**config.mk**
```make
export PLATFORM = sky130hd
export DESIGN_NAME = rx_fifo_window
export DESIGN_NICKNAME = d
export VERILOG_FILES = /design/src/rtl/rxw_pkg.sv /design/src/rtl/rxw_ptrs.sv /design/src/rtl/rxw_store.sv /design/src/rtl/rxw_regs.sv /design/src/rtl/rx_fifo_window.sv
export SDC_FILE = /design/constraint.sdc
export NUM_CORES = 1
export LEC_CHECK = 0
export ABC_AREA = 0
export CORE_ASPECT_RATIO = 1.2
export CORE_MARGIN = 4
export CORE_UTILIZATION = 30
export DETAILED_ROUTE_END_ITERATION = 8
export DONT_BUFFER_PORTS = 1
export PLACE_DENSITY_LB_ADDON = 0.05
export SLEW_MARGIN = 15
export SYNTH_ARGS = -nofsm -noshare
export SYNTH_HDL_FRONTEND = slang
export SYNTH_HIERARCHICAL = 1
export SYNTH_SLANG_ARGS = --single-unit
```
**constraint.sdc**
```tcl
create_clock -name clk -period 12.6 [get_ports clk]
set_input_delay 2.52 -clock clk [delete_from_list [all_inputs] [get_ports clk]]
set_output_delay 2.52 -clock clk [all_outputs]
set_load 0.02 [all_outputs]
```
**src/rtl/rxw_pkg.sv**
```systemverilog
package rxw_pkg;
  localparam int ID_W   = 32;
  localparam int LEN_W  = 4;
  localparam int DATA_W = 64;

  typedef struct packed {
    logic [ID_W-1:0]   id;
    logic [LEN_W-1:0]  len;
    logic [DATA_W-1:0] data;
  } rxw_frame_t;

  localparam logic [1:0] A_CTRL = 2'd0;
  localparam logic [1:0] A_PTR  = 2'd1;
  localparam logic [1:0] A_STAT = 2'd2;
  localparam logic [1:0] A_IEN  = 2'd3;

  localparam int B_ON    = 0;
  localparam int B_OVW   = 3;
  localparam int B_EMPTY = 7;
  localparam int B_RXF   = 4;
  localparam int B_OVF   = 5;

  localparam logic [7:0] POP_KEY = 8'hFF;
endpackage

```
**src/rtl/rxw_ptrs.sv**
```systemverilog
module rxw_ptrs #(
  parameter int DEPTH = 4,
  localparam int AW = $clog2(DEPTH),
  localparam int CW = $clog2(DEPTH + 1)
) (
  input  logic          clk,
  input  logic          rst,
  input  logic          enable,
  input  logic          ovw_mode,
  input  logic          push,
  input  logic          pop_req,
  output logic          wr_en,
  output logic [AW-1:0] wr_addr,
  output logic [AW-1:0] rd_addr,
  output logic          is_empty,
  output logic          stored_evt,
  output logic          overrun_evt
);
  localparam logic [CW-1:0] FULL_CNT = CW'(DEPTH);
  localparam logic [AW-1:0] LAST     = AW'(DEPTH - 1);

  logic [AW-1:0] wr_ptr, rd_ptr;
  logic [CW-1:0] count;
  logic pop_ok, room, push_norm, push_ovw;

  function automatic logic [AW-1:0] step_up(input logic [AW-1:0] p);
    return (p == LAST) ? '0 : p + 1'b1;
  endfunction

  function automatic logic [AW-1:0] step_down(input logic [AW-1:0] p);
    return (p == '0) ? LAST : p - 1'b1;
  endfunction

  always_comb begin
    pop_ok    = enable && pop_req && (count != '0);
    room      = (count != FULL_CNT) || pop_ok;
    push_norm = enable && push && room;
    push_ovw  = enable && push && !room && ovw_mode;
    wr_en     = push_norm || push_ovw;
    wr_addr   = push_norm ? wr_ptr : step_down(wr_ptr);
  end

  always_ff @(posedge clk) begin
    if (rst || !enable) begin
      wr_ptr <= '0;
      rd_ptr <= '0;
      count  <= '0;
    end else begin
      if (push_norm) wr_ptr <= step_up(wr_ptr);
      if (pop_ok)    rd_ptr <= step_up(rd_ptr);
      case ({push_norm, pop_ok})
        2'b10:   count <= count + 1'b1;
        2'b01:   count <= count - 1'b1;
        default: count <= count;
      endcase
    end
  end

  assign rd_addr     = rd_ptr;
  assign is_empty    = (count == '0);
  assign stored_evt  = wr_en;
  assign overrun_evt = push_ovw;

  p_count_bound_r6: assert property (@(posedge clk) disable iff (rst)
    count <= FULL_CNT);
  p_full_drop_r6: assert property (@(posedge clk) disable iff (rst)
    (enable && push && !pop_req && !ovw_mode && count == FULL_CNT)
      |=> (count == FULL_CNT) && $stable(wr_ptr));
  p_empty_pop_hold_r5: assert property (@(posedge clk) disable iff (rst)
    (enable && pop_req && !push && count == '0) |=> $stable(rd_ptr) && count == '0);
  p_disable_clear_r8: assert property (@(posedge clk) disable iff (rst)
    !enable |=> count == '0);
endmodule

```
**src/rtl/rxw_store.sv**
```systemverilog
module rxw_store
  import rxw_pkg::*;
#(
  parameter int DEPTH = 4,
  localparam int AW = $clog2(DEPTH)
) (
  input  logic          clk,
  input  logic          wr_en,
  input  logic [AW-1:0] wr_addr,
  input  rxw_frame_t    wr_frame,
  input  logic [AW-1:0] rd_addr,
  output rxw_frame_t    rd_frame
);
  rxw_frame_t mem [DEPTH];

  always_ff @(posedge clk) begin
    if (wr_en) mem[wr_addr] <= wr_frame;
  end

  always_ff @(posedge clk) begin
    rd_frame <= mem[rd_addr];
  end
endmodule

```
**src/rtl/rxw_regs.sv**
```systemverilog
module rxw_regs
  import rxw_pkg::*;
(
  input  logic       clk,
  input  logic       rst,
  input  logic       reg_wr,
  input  logic [1:0] reg_addr,
  input  logic [7:0] reg_wdata,
  input  logic       fifo_empty,
  input  logic       stored_evt,
  input  logic       overrun_evt,
  output logic       enable,
  output logic       ovw_mode,
  output logic       pop_req,
  output logic [7:0] reg_rdata,
  output logic       irq
);
  logic rx_flag, ovf_flag, rx_ien;
  logic wr_ctrl, wr_stat, wr_ien;

  always_comb begin
    wr_ctrl = reg_wr && (reg_addr == A_CTRL);
    wr_stat = reg_wr && (reg_addr == A_STAT);
    wr_ien  = reg_wr && (reg_addr == A_IEN);
    pop_req = reg_wr && (reg_addr == A_PTR) && (reg_wdata == POP_KEY);
  end

  always_ff @(posedge clk) begin
    if (rst) begin
      enable   <= 1'b0;
      ovw_mode <= 1'b0;
      rx_ien   <= 1'b0;
      rx_flag  <= 1'b0;
      ovf_flag <= 1'b0;
      irq      <= 1'b0;
    end else begin
      if (wr_ctrl) begin
        enable   <= reg_wdata[B_ON];
        ovw_mode <= reg_wdata[B_OVW];
      end
      if (wr_ien) rx_ien <= reg_wdata[B_RXF];
      if (stored_evt)                       rx_flag <= 1'b1;
      else if (wr_stat && !reg_wdata[B_RXF]) rx_flag <= 1'b0;
      if (overrun_evt)                      ovf_flag <= 1'b1;
      else if (wr_stat && !reg_wdata[B_OVF]) ovf_flag <= 1'b0;
      irq <= rx_flag && rx_ien;
    end
  end

  always_ff @(posedge clk) begin
    if (rst) begin
      reg_rdata <= 8'h80;
    end else begin
      reg_rdata <= '0;
      case (reg_addr)
        A_CTRL: begin
          reg_rdata[B_EMPTY] <= fifo_empty;
          reg_rdata[B_OVW]   <= ovw_mode;
          reg_rdata[B_ON]    <= enable;
        end
        A_STAT: begin
          reg_rdata[B_RXF] <= rx_flag;
          reg_rdata[B_OVF] <= ovf_flag;
        end
        A_IEN:   reg_rdata[B_RXF] <= rx_ien;
        default: reg_rdata <= '0;
      endcase
    end
  end

  p_irq_masked_r10: assert property (@(posedge clk) disable iff (rst)
    !rx_ien |=> !irq);
  p_rx_flag_set_r9: assert property (@(posedge clk) disable iff (rst)
    stored_evt |=> rx_flag);
  p_ovf_flag_set_r7: assert property (@(posedge clk) disable iff (rst)
    overrun_evt |=> ovf_flag);
endmodule

```
**src/rtl/rx_fifo_window.sv**
```systemverilog
module rx_fifo_window
  import rxw_pkg::*;
#(
  parameter int DEPTH = 4
) (
  input  logic              clk,
  input  logic              rst,
  input  logic              reg_wr,
  input  logic [1:0]        reg_addr,
  input  logic [7:0]        reg_wdata,
  output logic [7:0]        reg_rdata,
  input  logic              rx_valid,
  input  logic [ID_W-1:0]   rx_id,
  input  logic [LEN_W-1:0]  rx_dlc,
  input  logic [DATA_W-1:0] rx_data,
  output logic [ID_W-1:0]   win_id,
  output logic [LEN_W-1:0]  win_dlc,
  output logic [DATA_W-1:0] win_data,
  output logic              irq
);
  localparam int AW = $clog2(DEPTH);

  logic          enable, ovw_mode, pop_req, fifo_empty;
  logic          wr_en, stored_evt, overrun_evt;
  logic [AW-1:0] wr_addr, rd_addr;
  rxw_frame_t    in_frame, head;

  assign in_frame = '{id: rx_id, len: rx_dlc, data: rx_data};

  rxw_regs u_regs (
    .clk(clk), .rst(rst),
    .reg_wr(reg_wr), .reg_addr(reg_addr), .reg_wdata(reg_wdata),
    .fifo_empty(fifo_empty), .stored_evt(stored_evt), .overrun_evt(overrun_evt),
    .enable(enable), .ovw_mode(ovw_mode), .pop_req(pop_req),
    .reg_rdata(reg_rdata), .irq(irq)
  );

  rxw_ptrs #(.DEPTH(DEPTH)) u_ptrs (
    .clk(clk), .rst(rst),
    .enable(enable), .ovw_mode(ovw_mode), .push(rx_valid), .pop_req(pop_req),
    .wr_en(wr_en), .wr_addr(wr_addr), .rd_addr(rd_addr), .is_empty(fifo_empty),
    .stored_evt(stored_evt), .overrun_evt(overrun_evt)
  );

  rxw_store #(.DEPTH(DEPTH)) u_store (
    .clk(clk), .wr_en(wr_en), .wr_addr(wr_addr), .wr_frame(in_frame),
    .rd_addr(rd_addr), .rd_frame(head)
  );

  assign win_id   = head.id;
  assign win_dlc  = head.len;
  assign win_data = head.data;

  p_disabled_no_store_r8: assert property (@(posedge clk) disable iff (rst)
    !enable |-> !wr_en);
endmodule

```
# Word-level counts from Yosys, hierarchy flattened
# Memory sizes are Yosys's and may differ from the RTL's. A register that Yosys moved wholly into a read port is not among the register bits.
# Cells that the tools add are included.
dict set report totals {
  register_bits 21
  ram_bits 400
  wordCells 73
  memories 1
}
dict set report classes {
  add_sub_neg 5
  eq_ne 9
  n_mux 13
  bitwise 2
  n_reduce_logical 30
}
# name words width rd rd_clocked_by_memory_dff write_ports line
set memory_table {}
lappend memory_table {u_store.mem 4 100 1 1 1 rxw_store.sv:14} ;# rxw_frame_t mem [DEPTH];
# op count
set ops {}
lappend ops {{1-bit logical AND} 14}
lappend ops {{2-bit == test, second input constant} 5}
lappend ops {{8-bit == test, second input constant} 1}
lappend ops {{2-bit two-way mux} 4}
lappend ops {{1-bit two-way mux} 7}
lappend ops {{3-bit one-hot mux with 2 select lines} 1}
lappend ops {{2-bit nonzero test} 3}
lappend ops {{2-bit by 1-bit adder with 2-bit output, second input constant} 2}
lappend ops {{2-bit by 1-bit == test with 1-bit output, second input constant} 2}
lappend ops {{1-bit zero test} 4}
lappend ops {{2-bit zero test} 2}
lappend ops {{2-bit OR reduction} 2}
lappend ops {{3-bit by 1-bit adder with 3-bit output, second input constant} 1}
lappend ops {{3-bit zero test} 1}
lappend ops {{1-bit logical OR} 3}
lappend ops {{3-bit inequality test, second input constant} 1}
lappend ops {{3-bit nonzero test} 1}
lappend ops {{3-bit by 1-bit subtractor with 3-bit output, second input constant} 1}
lappend ops {{1-bit NOT} 2}
lappend ops {{1-bit one-hot mux with 2 select lines} 1}
lappend ops {{2-bit by 1-bit subtractor with 2-bit output, second input constant} 1}

# Longest topological paths before layout
# Gate-level depths: netlist of run 1.
dict set report logic_depth {
  depth_word 12
  ltp_mapped 9
}

# Hierarchy
# The synthesis of run 1 kept the hierarchy.
# module n_inst cells_per_inst area_each_um2
set modules_own_cells {}
lappend modules_own_cells {rxw_store 1 626 16562.1}
lappend modules_own_cells {rxw_ptrs 1 58 506.7}
lappend modules_own_cells {rxw_regs 1 50 478.0}

# Least setup slack after synthesis of run 1
# OpenSTA, ideal clock, no wires.
dict set report synth_timing {
  path_kind {input -> register}
  startpoint {input port reg_addr[0]}
  endpoint {memory u_store/mem[0][0] (netlist name), enable pin}
  setup_time_ns 0.701
  arrival_time_ns 11.092
  t_required_ns 11.899
  slack_ns 0.806
  cell_stages 8
  path_buffers 2
  cell_sequence {buf_6 nand4_1 nor4_1 or4b_1 nand3_2 nand2_1 buf_4 nor3b_1}
}
dict set report synth_between {
  elab_chain_len 12
  elab_cells_between_ends 14
}
# element line
set synth_rtl {}
lappend synth_rtl {{start, declared} rx_fifo_window.sv:9} ;# input logic [1:0] reg_addr,
lappend synth_rtl {{2-bit by 1-bit == test with 1-bit output *} rxw_regs.sv:25} ;# pop_req = reg_wr && (reg_addr == A_PTR) && (reg_wdata == POP_KEY);
lappend synth_rtl {{1-bit logical AND * (2 in a row)} rxw_regs.sv:25}
lappend synth_rtl {{via pop_req} rx_fifo_window.sv:23} ;# logic enable, ovw_mode, pop_req, fifo_empty;
lappend synth_rtl {{1-bit logical AND * (2 in a row)} rxw_ptrs.sv:35} ;# pop_ok = enable && pop_req && (count != '0);
lappend synth_rtl {{1-bit logical OR *} rxw_ptrs.sv:36} ;# room = (count != FULL_CNT) || pop_ok;
lappend synth_rtl {{1-bit zero test} rxw_ptrs.sv:38} ;# push_ovw = enable && push && !room && ovw_mode;
lappend synth_rtl {{1-bit logical AND (2 in a row)} rxw_ptrs.sv:38}
lappend synth_rtl {{1-bit logical OR *} rxw_ptrs.sv:39} ;# wr_en = push_norm || push_ovw;
lappend synth_rtl {{via stored_evt} rx_fifo_window.sv:24} ;# logic wr_en, stored_evt, overrun_evt;
lappend synth_rtl {{1-bit two-way mux *} rxw_store.sv:17} ;# if (wr_en) mem[wr_addr] <= wr_frame;
lappend synth_rtl {{1-bit two-way mux (not written as such) *} rxw_store.sv:17}
lappend synth_rtl {{end, declared} rxw_store.sv:14}
# Mark *: on every way through the listed nets, which the timed path passes. The rest lies on a longest branch.

# Final worst setup path of run 1
dict set report layout_timing {
  startpoint {input port reg_wdata[7]}
  endpoint {memory u_store/mem[2][35] (netlist name), enable pin}
}
dict set report layout_between {
  elab_cells_between_ends 13
}
# element line
set layout_rtl {}
lappend layout_rtl {{start, declared} rx_fifo_window.sv:10} ;# input logic [7:0] reg_wdata,
lappend layout_rtl {{8-bit == test} rxw_regs.sv:25}
lappend layout_rtl {{1-bit logical AND} rxw_regs.sv:25}
lappend layout_rtl {{via pop_req} rx_fifo_window.sv:23}
lappend layout_rtl {{1-bit logical AND (2 in a row)} rxw_ptrs.sv:35}
lappend layout_rtl {{1-bit logical OR} rxw_ptrs.sv:36}
lappend layout_rtl {{1-bit logical AND} rxw_ptrs.sv:37} ;# push_norm = enable && push && room;
lappend layout_rtl {{2-bit two-way mux} rxw_ptrs.sv:40} ;# wr_addr = push_norm ? wr_ptr : step_down(wr_ptr);
lappend layout_rtl {{via wr_addr[1]} rx_fifo_window.sv:25} ;# logic [AW-1:0] wr_addr, rd_addr;
# The timed path passes the listed nets, and every way through them passes these cells.

==> results of run 1 <==
-- flip-flops by register name, summed over array words and instances (netlist names) --
| register | flops |
|---|---|
| u_regs/enable | 1 |
| u_regs/reg_rdata | 5 |
| u_regs/ovf_flag | 1 |
| u_regs/rx_ien | 1 |
| u_ptrs/rd_addr | 2 |
| u_regs/irq | 1 |
| u_store/rd_frame | 100 |
| u_regs/ovw_mode | 1 |
| u_regs/rx_flag | 1 |
| u_store/mem | 400 |
| u_ptrs/wr_ptr | 2 |
| u_ptrs/count | 3 |
-- routing by layer --
| layer | global-route usage [%] | vias to the layer above | part of all wire, % |
|---|---|---|---|
| met2 | 20.7 | 191 | 52 |
| met3 | 5.81 | 62 | 9.7 |
| met4 | 3.30 | 0 | 2.3 |
| met5 | 0 | - | 0 |
| li1 | - | 3066 | - |
| met1 | 12.7 | 3774 | 36 |
-- area by class of cell --
type / count / area (sq um)
clock buffer: 72 / 1550
clock inverter: 29 / 234
fill: 5285 / 37500
inverter: 4 / 15.0
multi-input combinational: 185 / 2860
sequential: 518 / 14400
tap: 735 / 920
timing repair buffer: 9 / 67.6
-- worst reg2reg max path, delay by kind of cell, from the launching register on --
family | cells | cell delay (ns)
AO/OA/AOI/OAI | 1 | 0.29
buffers and inverters | 1 | 0.85
flip-flops | 1 | 0.48
AND/OR/NAND/NOR | 4 | 1.64
-- power breakdown --
part           internal, mW  switching [mW]
sequential             1.84         0.00198
clock                 0.909           0.653
combinational       0.00240         0.00654
-- through the flow --
stage | worst slack, ns | instance area, sq um | std cells | total power, mW | util (%)
after global routing | 6.53 | 20000 | 1552 | 3.56 | 34.8
after global placement | 6.21 | 18200 | 1451 | 1.89 | 31.7
after detailed placement | 6.12 | 18200 | 1451 | 1.89 | 31.7
after CTS | 6.76 | 20000 | 1552 | 3.49 | 34.8
final | 6.82 | 20000 | 1552 | 3.42 | 34.8
after floorplan | 0.806 | 17600 | 736 | 1.89 | -
-- kinds of logic after synthesis --
| group | synth area share (%) |
|---|---|
| buf+inv | 1.93 |
| compound gates | 0.620 |
| flops | 81.9 |
| other cells | 0.0214 |
| xor+xnor | 0.0998 |
| mux | 13.1 |
| fa+ha+maj | 0.328 |
| simple gates | 1.97 |
-- cell usage in the layout (no fill, tap or decap), types with 3 or more instances in the layout --
cell type	instances
edfxtp_1	400
dfxtp_1	116
mux4_2	100
clkbuf_16	56
nor2_1	15
clkinv_2	10
clkbuf_8	9
buf_4	9
nand2_1	8
clkbuf_1	7
nand2b_1	7
clkinv_1	6
clkinvlp_4	5
nor3_1	5
a21oi_1	5
mux2i_1	5
inv_1	4
clkinv_4	3
a211oi_1	3
ha_1	3
conb_1	3
-- how the worst max path moves through the flow --
stage	endpoint	depth (start not counted)
2_1_floorplan	u_store/mem[0][0]	8
3_3_place_gp	u_store/mem[1][35]	8
3_5_place_dp	u_store/mem[2][35]	7
4_1_cts	u_store/mem[2][35]	7
5_1_grt	u_store/mem[2][29]	7
6_report	u_store/mem[2][35]	7
==> summary.txt, run 1 <==
Status: completed
Via count: 7093
Cell variety after synth: 41
ANT cells: 0
First-pass GRT wire length: 54700 um
Final nets: 890
R2r setup slk: 8.93 ns
Final HPWL DP: 21900 um
Core ar.: 0.0575 sq mm
CTS Buffer Depth: 3
Crit Path Max Fanout: 54
Initial Util: 30.5%
Die W: 229 um
Clk sinks: 518
P per Cell Area: 171 mW/mm^2
Post-Syn Area: 0.0175 sq mm
Root buf cell: clkbuf_16
WP data arrival: 5.99 ns
# hold bufs at CTS: 0
# rows: 96
Hold Path Sink: u_regs/reg_rdata[5]
Area Growth Syn to Fin: 14.1%
Die height: 273 um
Top post-synthesis cells by area: edfxtp_1 68%, dfxtp_1 13%, mux4_2 13%, buf_12 1.1%, nor2_1 0.32%
Worst path max stage delay: 0.89 ns
All-Layer GR Usage: 11.8%
Skew-Pair Late Insertion Delay: 0.59 ns
Slew @ Worst Pin: 1.01 ns
Crit path max-delay cell type: and3b_4
H-tree depth: 2
Port bufs: 0
Resize count post-CTS: 0
Drt wl/cell: 23.9 um
Fin crit period: 5.78 ns
Vias/cell: 4.57
CP Cell Sequence: nand4_1 -> nor4_1 -> or4b_1 -> nand3_2 -> a21oi_1 -> and3b_4 -> buf_4
Setup violations, final: 0
Clock-pin transition on the worst setup and hold timing paths: 0.06 ns
Worst Path Buf+Inv: 1
Vias in the first global route: 8034
Top cell type's share of synthesized area: 68.5%
Number of flops mapped to enable cells by yosys: 400
Ys async rst share: 0%
Count leader, synth: edfxtp_1
Ratio of cells with drive above 1 in the final layout: 25.8%
CP Capture Type: flop
DR pass1 iterations: 4
HP Class: flop to flop
Synth Flop Type: edfxtp_1
Setup CP Type: input pin to flop
Residual DRC: 0
Routed wire length: 37000 um
FF-to-FF path depth: 6
Final Wtd Congestion: 0.743
Hold Violations, Final: 0
Postcts setup bufs: 0
Slew margin rel.: 32.5%
Largest net degree at the start of global routing: 55
WHS: 0.457 ns
Pins over their slew limit: 0
Worst Hold Launch: u_regs/ovf_flag
CP required: 12.81 ns
Fmax: 0.173 GHz
Die area: 0.0624 sq mm
Unrepaired setup endpoints after global routing: false
Initial antenna violation count: 0
Period utilisation layout: 45.9%
TritonCTS Buffers: 54
Worst Hold Depth: 2
Register area share after synthesis: 81.9%
Reg2reg start: u_ptrs/count[2]
Worst VDD drop: 0.000103 V
Top cell type by total area after synthesis: edfxtp_1
Synth warnings: 6
Worst R2R End: u_store/mem[2][35]
TNS Setup: 0 ns
Crit. Startpoint: reg_wdata[7]
Post-synthesis area per instance: 23.9 sq um
Final ANT Viol Nets: 0
Startpoint Class: input pin
TritonCTS clock tree: built
Cell family with most CP delay: simple AND/OR/NAND/NOR gates
Mapped Cells: 734
Max-cap viol count: 0
Number of synthesized register bits: 518
Number of DRC markers in iteration 0: 312
Leak pwr: 6.22 nW
I/O pin cnt: 223
Layout Skew: 0.0161 ns
Synth top cells by count: 400 x edfxtp_1, 118 x dfxtp_1, 100 x mux4_2
Grt total ovfl: 0
No activity file was read; power rests on OpenSTA's default activity.
==> run 2, diff against run 1 <==
clock period = 4.9 ns   (was 12.6 ns; I/O delays follow)
==> summary.txt, run 2 (synthesis results as in run 1) <==
Port bufs: 0 (unchanged)
Clk sinks: 518 (unchanged)
Core Util, Final: 35.2% (was 34.8%)
Final HPWL DP: 22200 um (was 21900 um)
Largest net degree at the start of global routing: 69 (was 55)
Via count: 7114 (was 7093)
Setup violations, final: 0 (unchanged)
Hold Violations, Final: 0 (unchanged)
Slew @ Worst Pin: 0.797 ns (was 1.01 ns)
Skew-Pair Late Insertion Delay: 0.58 ns (was 0.59 ns)
Non-Filler Instances: 1558 (was 1552)
All-Layer GR Usage: 11.6% (was 11.8%)
Fillers: 5252 (was 5285)
Die area: 0.0624 sq mm (unchanged)
Total power: 8.93 mW (was 3.42 mW)
# hold bufs at CTS: 0 (unchanged)
Number of flip-flops in the largest register: 400 (unchanged)
Drt wl/cell: 23.5 um (was 23.9 um)
Root buf cell: clkbuf_16 (unchanged)
CP Capture Type: flop (unchanged)
Max-cap viol count: 0 (unchanged)
DR pass1 iterations: 4 (unchanged)
Setup CP Type: input pin to flop (unchanged)
Number of DRC markers in iteration 0: 328 (was 312)
Most frequent cells in the layout: 400 x edfxtp_1, 116 x dfxtp_1, 100 x mux4_2, 55 x clkbuf_16, 15 x nor2_1 (was 400 x edfxtp_1, 116 x dfxtp_1, 100 x mux4_2, 56 x clkbuf_16, 15 x nor2_1)
I/O pin cnt: 223 (unchanged)
Startpoint Class: input pin (unchanged)
Leak pwr: 6.32 nW (was 6.22 nW)
Largest Register: u_store/mem (unchanged)
TritonCTS Buffers: 54 (unchanged)
Area Growth Syn to Fin: 15.3% (was 14.1%)
Postcts setup bufs: 0 (unchanged)
TritonCTS clock tree: built (unchanged)
TNS Setup: 0 ns (unchanged)
First-pass GRT wire length: 53800 um (was 54700 um)
Final nets: 895 (was 890)
Ratio of cells with drive above 1 in the final layout: 26.6% (was 25.8%)
Vias in the first global route: 7814 (was 8034)
Core ar.: 0.0575 sq mm (unchanged)
Grt total ovfl: 0 (unchanged)
P per Cell Area: 441 mW/mm^2 (was 171 mW/mm^2)
Crit Path Max Fanout: 34 (was 54)
Initial Util: 30.5% (unchanged)
Vias/cell: 4.57 (about the same)
Initial antenna violation count: 0 (unchanged)
Status: completed (unchanged)
# rows: 96 (unchanged)
Post-placement cell count: 1456 (was 1451)
Layout Skew: 0.0195 ns (was 0.0161 ns)
Most common cell after layout, fill and taps aside: edfxtp_1 (unchanged)
Period utilisation layout: 66.7%
Die height: 273 um (unchanged)
Resize count post-CTS: 0 (unchanged)
Residual DRC: 0 (unchanged)
Die W: 229 um (unchanged)
WP data arrival: 3.53 ns (was 5.99 ns)
Final ANT Viol Nets: 0 (unchanged)
Pre-CTS WS: 0.948 ns (was 6.12 ns)
Routed wire length: 36600 um (was 37000 um)
Area of the multi-input gates: 0.00289 sq mm (was 0.00286 sq mm)
Post-Layout Inst Area: 0.0202 sq mm (was 0.0200 sq mm)
Final WS setup: 1.63 ns (was 6.82 ns)
Worst VDD drop: 0.000228 V (was 0.000103 V)
CP required: 5.16 ns (was 12.81 ns)
Fmax: 0.306 GHz
Unrepaired setup endpoints after global routing: false (unchanged)
Final Wtd Congestion: 0.738 (was 0.743)
HP Class: flop to flop (unchanged)
Pins over their slew limit: 0 (unchanged)
H-tree depth: 2 (unchanged)
Register Area: 0.0144 sq mm (unchanged)
CTS Buffer Depth: 3 (unchanged)
Slew margin rel.: 46.9% (was 32.5%)
Clock-pin transition on the worst setup and hold timing paths: 0.06 ns (about the same)
WHS: 0.450 ns (was 0.457 ns)
Largest registers: u_store/mem x400, u_store/rd_frame x100, u_regs/reg_rdata x5 (unchanged)
Area after DPL: 0.0184 sq mm (was 0.0182 sq mm)
Fin crit period: 3.27 ns
-- run 2: changes by cell type in the layout (fill, tap and decap cells not counted), sizes merged --
cell and change:
clkbuf +3, clkinv -5, buf +5, inv -2, diode +1, bufinv +4
-- run 2: worst paths after layout --
path / from / endpoint / slack (ns) / depth (start not counted)
max: reg_wdata[7] / u_store/mem[3][58] / 1.63 / 7
min: u_regs/ovf_flag / u_regs/reg_rdata[5] / 0.45 / 2
max reg2reg: u_ptrs/count[2] / u_store/mem[3][58] / 1.85 / 6
min reg2reg: u_regs/ovf_flag / u_regs/reg_rdata[5] / 0.45 / 2
-- run 2: layout make-up --
cell class	instances	area share [%]
Inverter	4	0.0742
Clock buffer	75	7.62
Timing Repair Buffer	14	0.952
Multi-Input combinational cell	185	14.3
Sequential cell	518	71.1
Tap cell	735	4.54
Antenna cell	1	0.0124
Clock inverter	26	1.48
-- run 2: power by group --
group          internal [mW]  switching, mW
sequential              4.74        0.00544
clock                   2.51           1.65
combinational        0.00732         0.0174
total                   7.26           1.67
-- run 2: routing by layer --
metal	global-route usage, %	up-vias	part of all wire (%)
li1	-	3082	-
met1	12.7	3787	37
met2	20.4	193	52
met3	4.97	52	8.5
met4	3.36	0	2.2
met5	0	-	0
-- run 2: critical path, cell delays in order --
cell	delay [ns]
nand4_1	0.14
nor4_4	0.46
or4b_1	0.22
nand3_2	0.16
a21oi_1	0.41
and3_4	0.70
buf_4	0.42
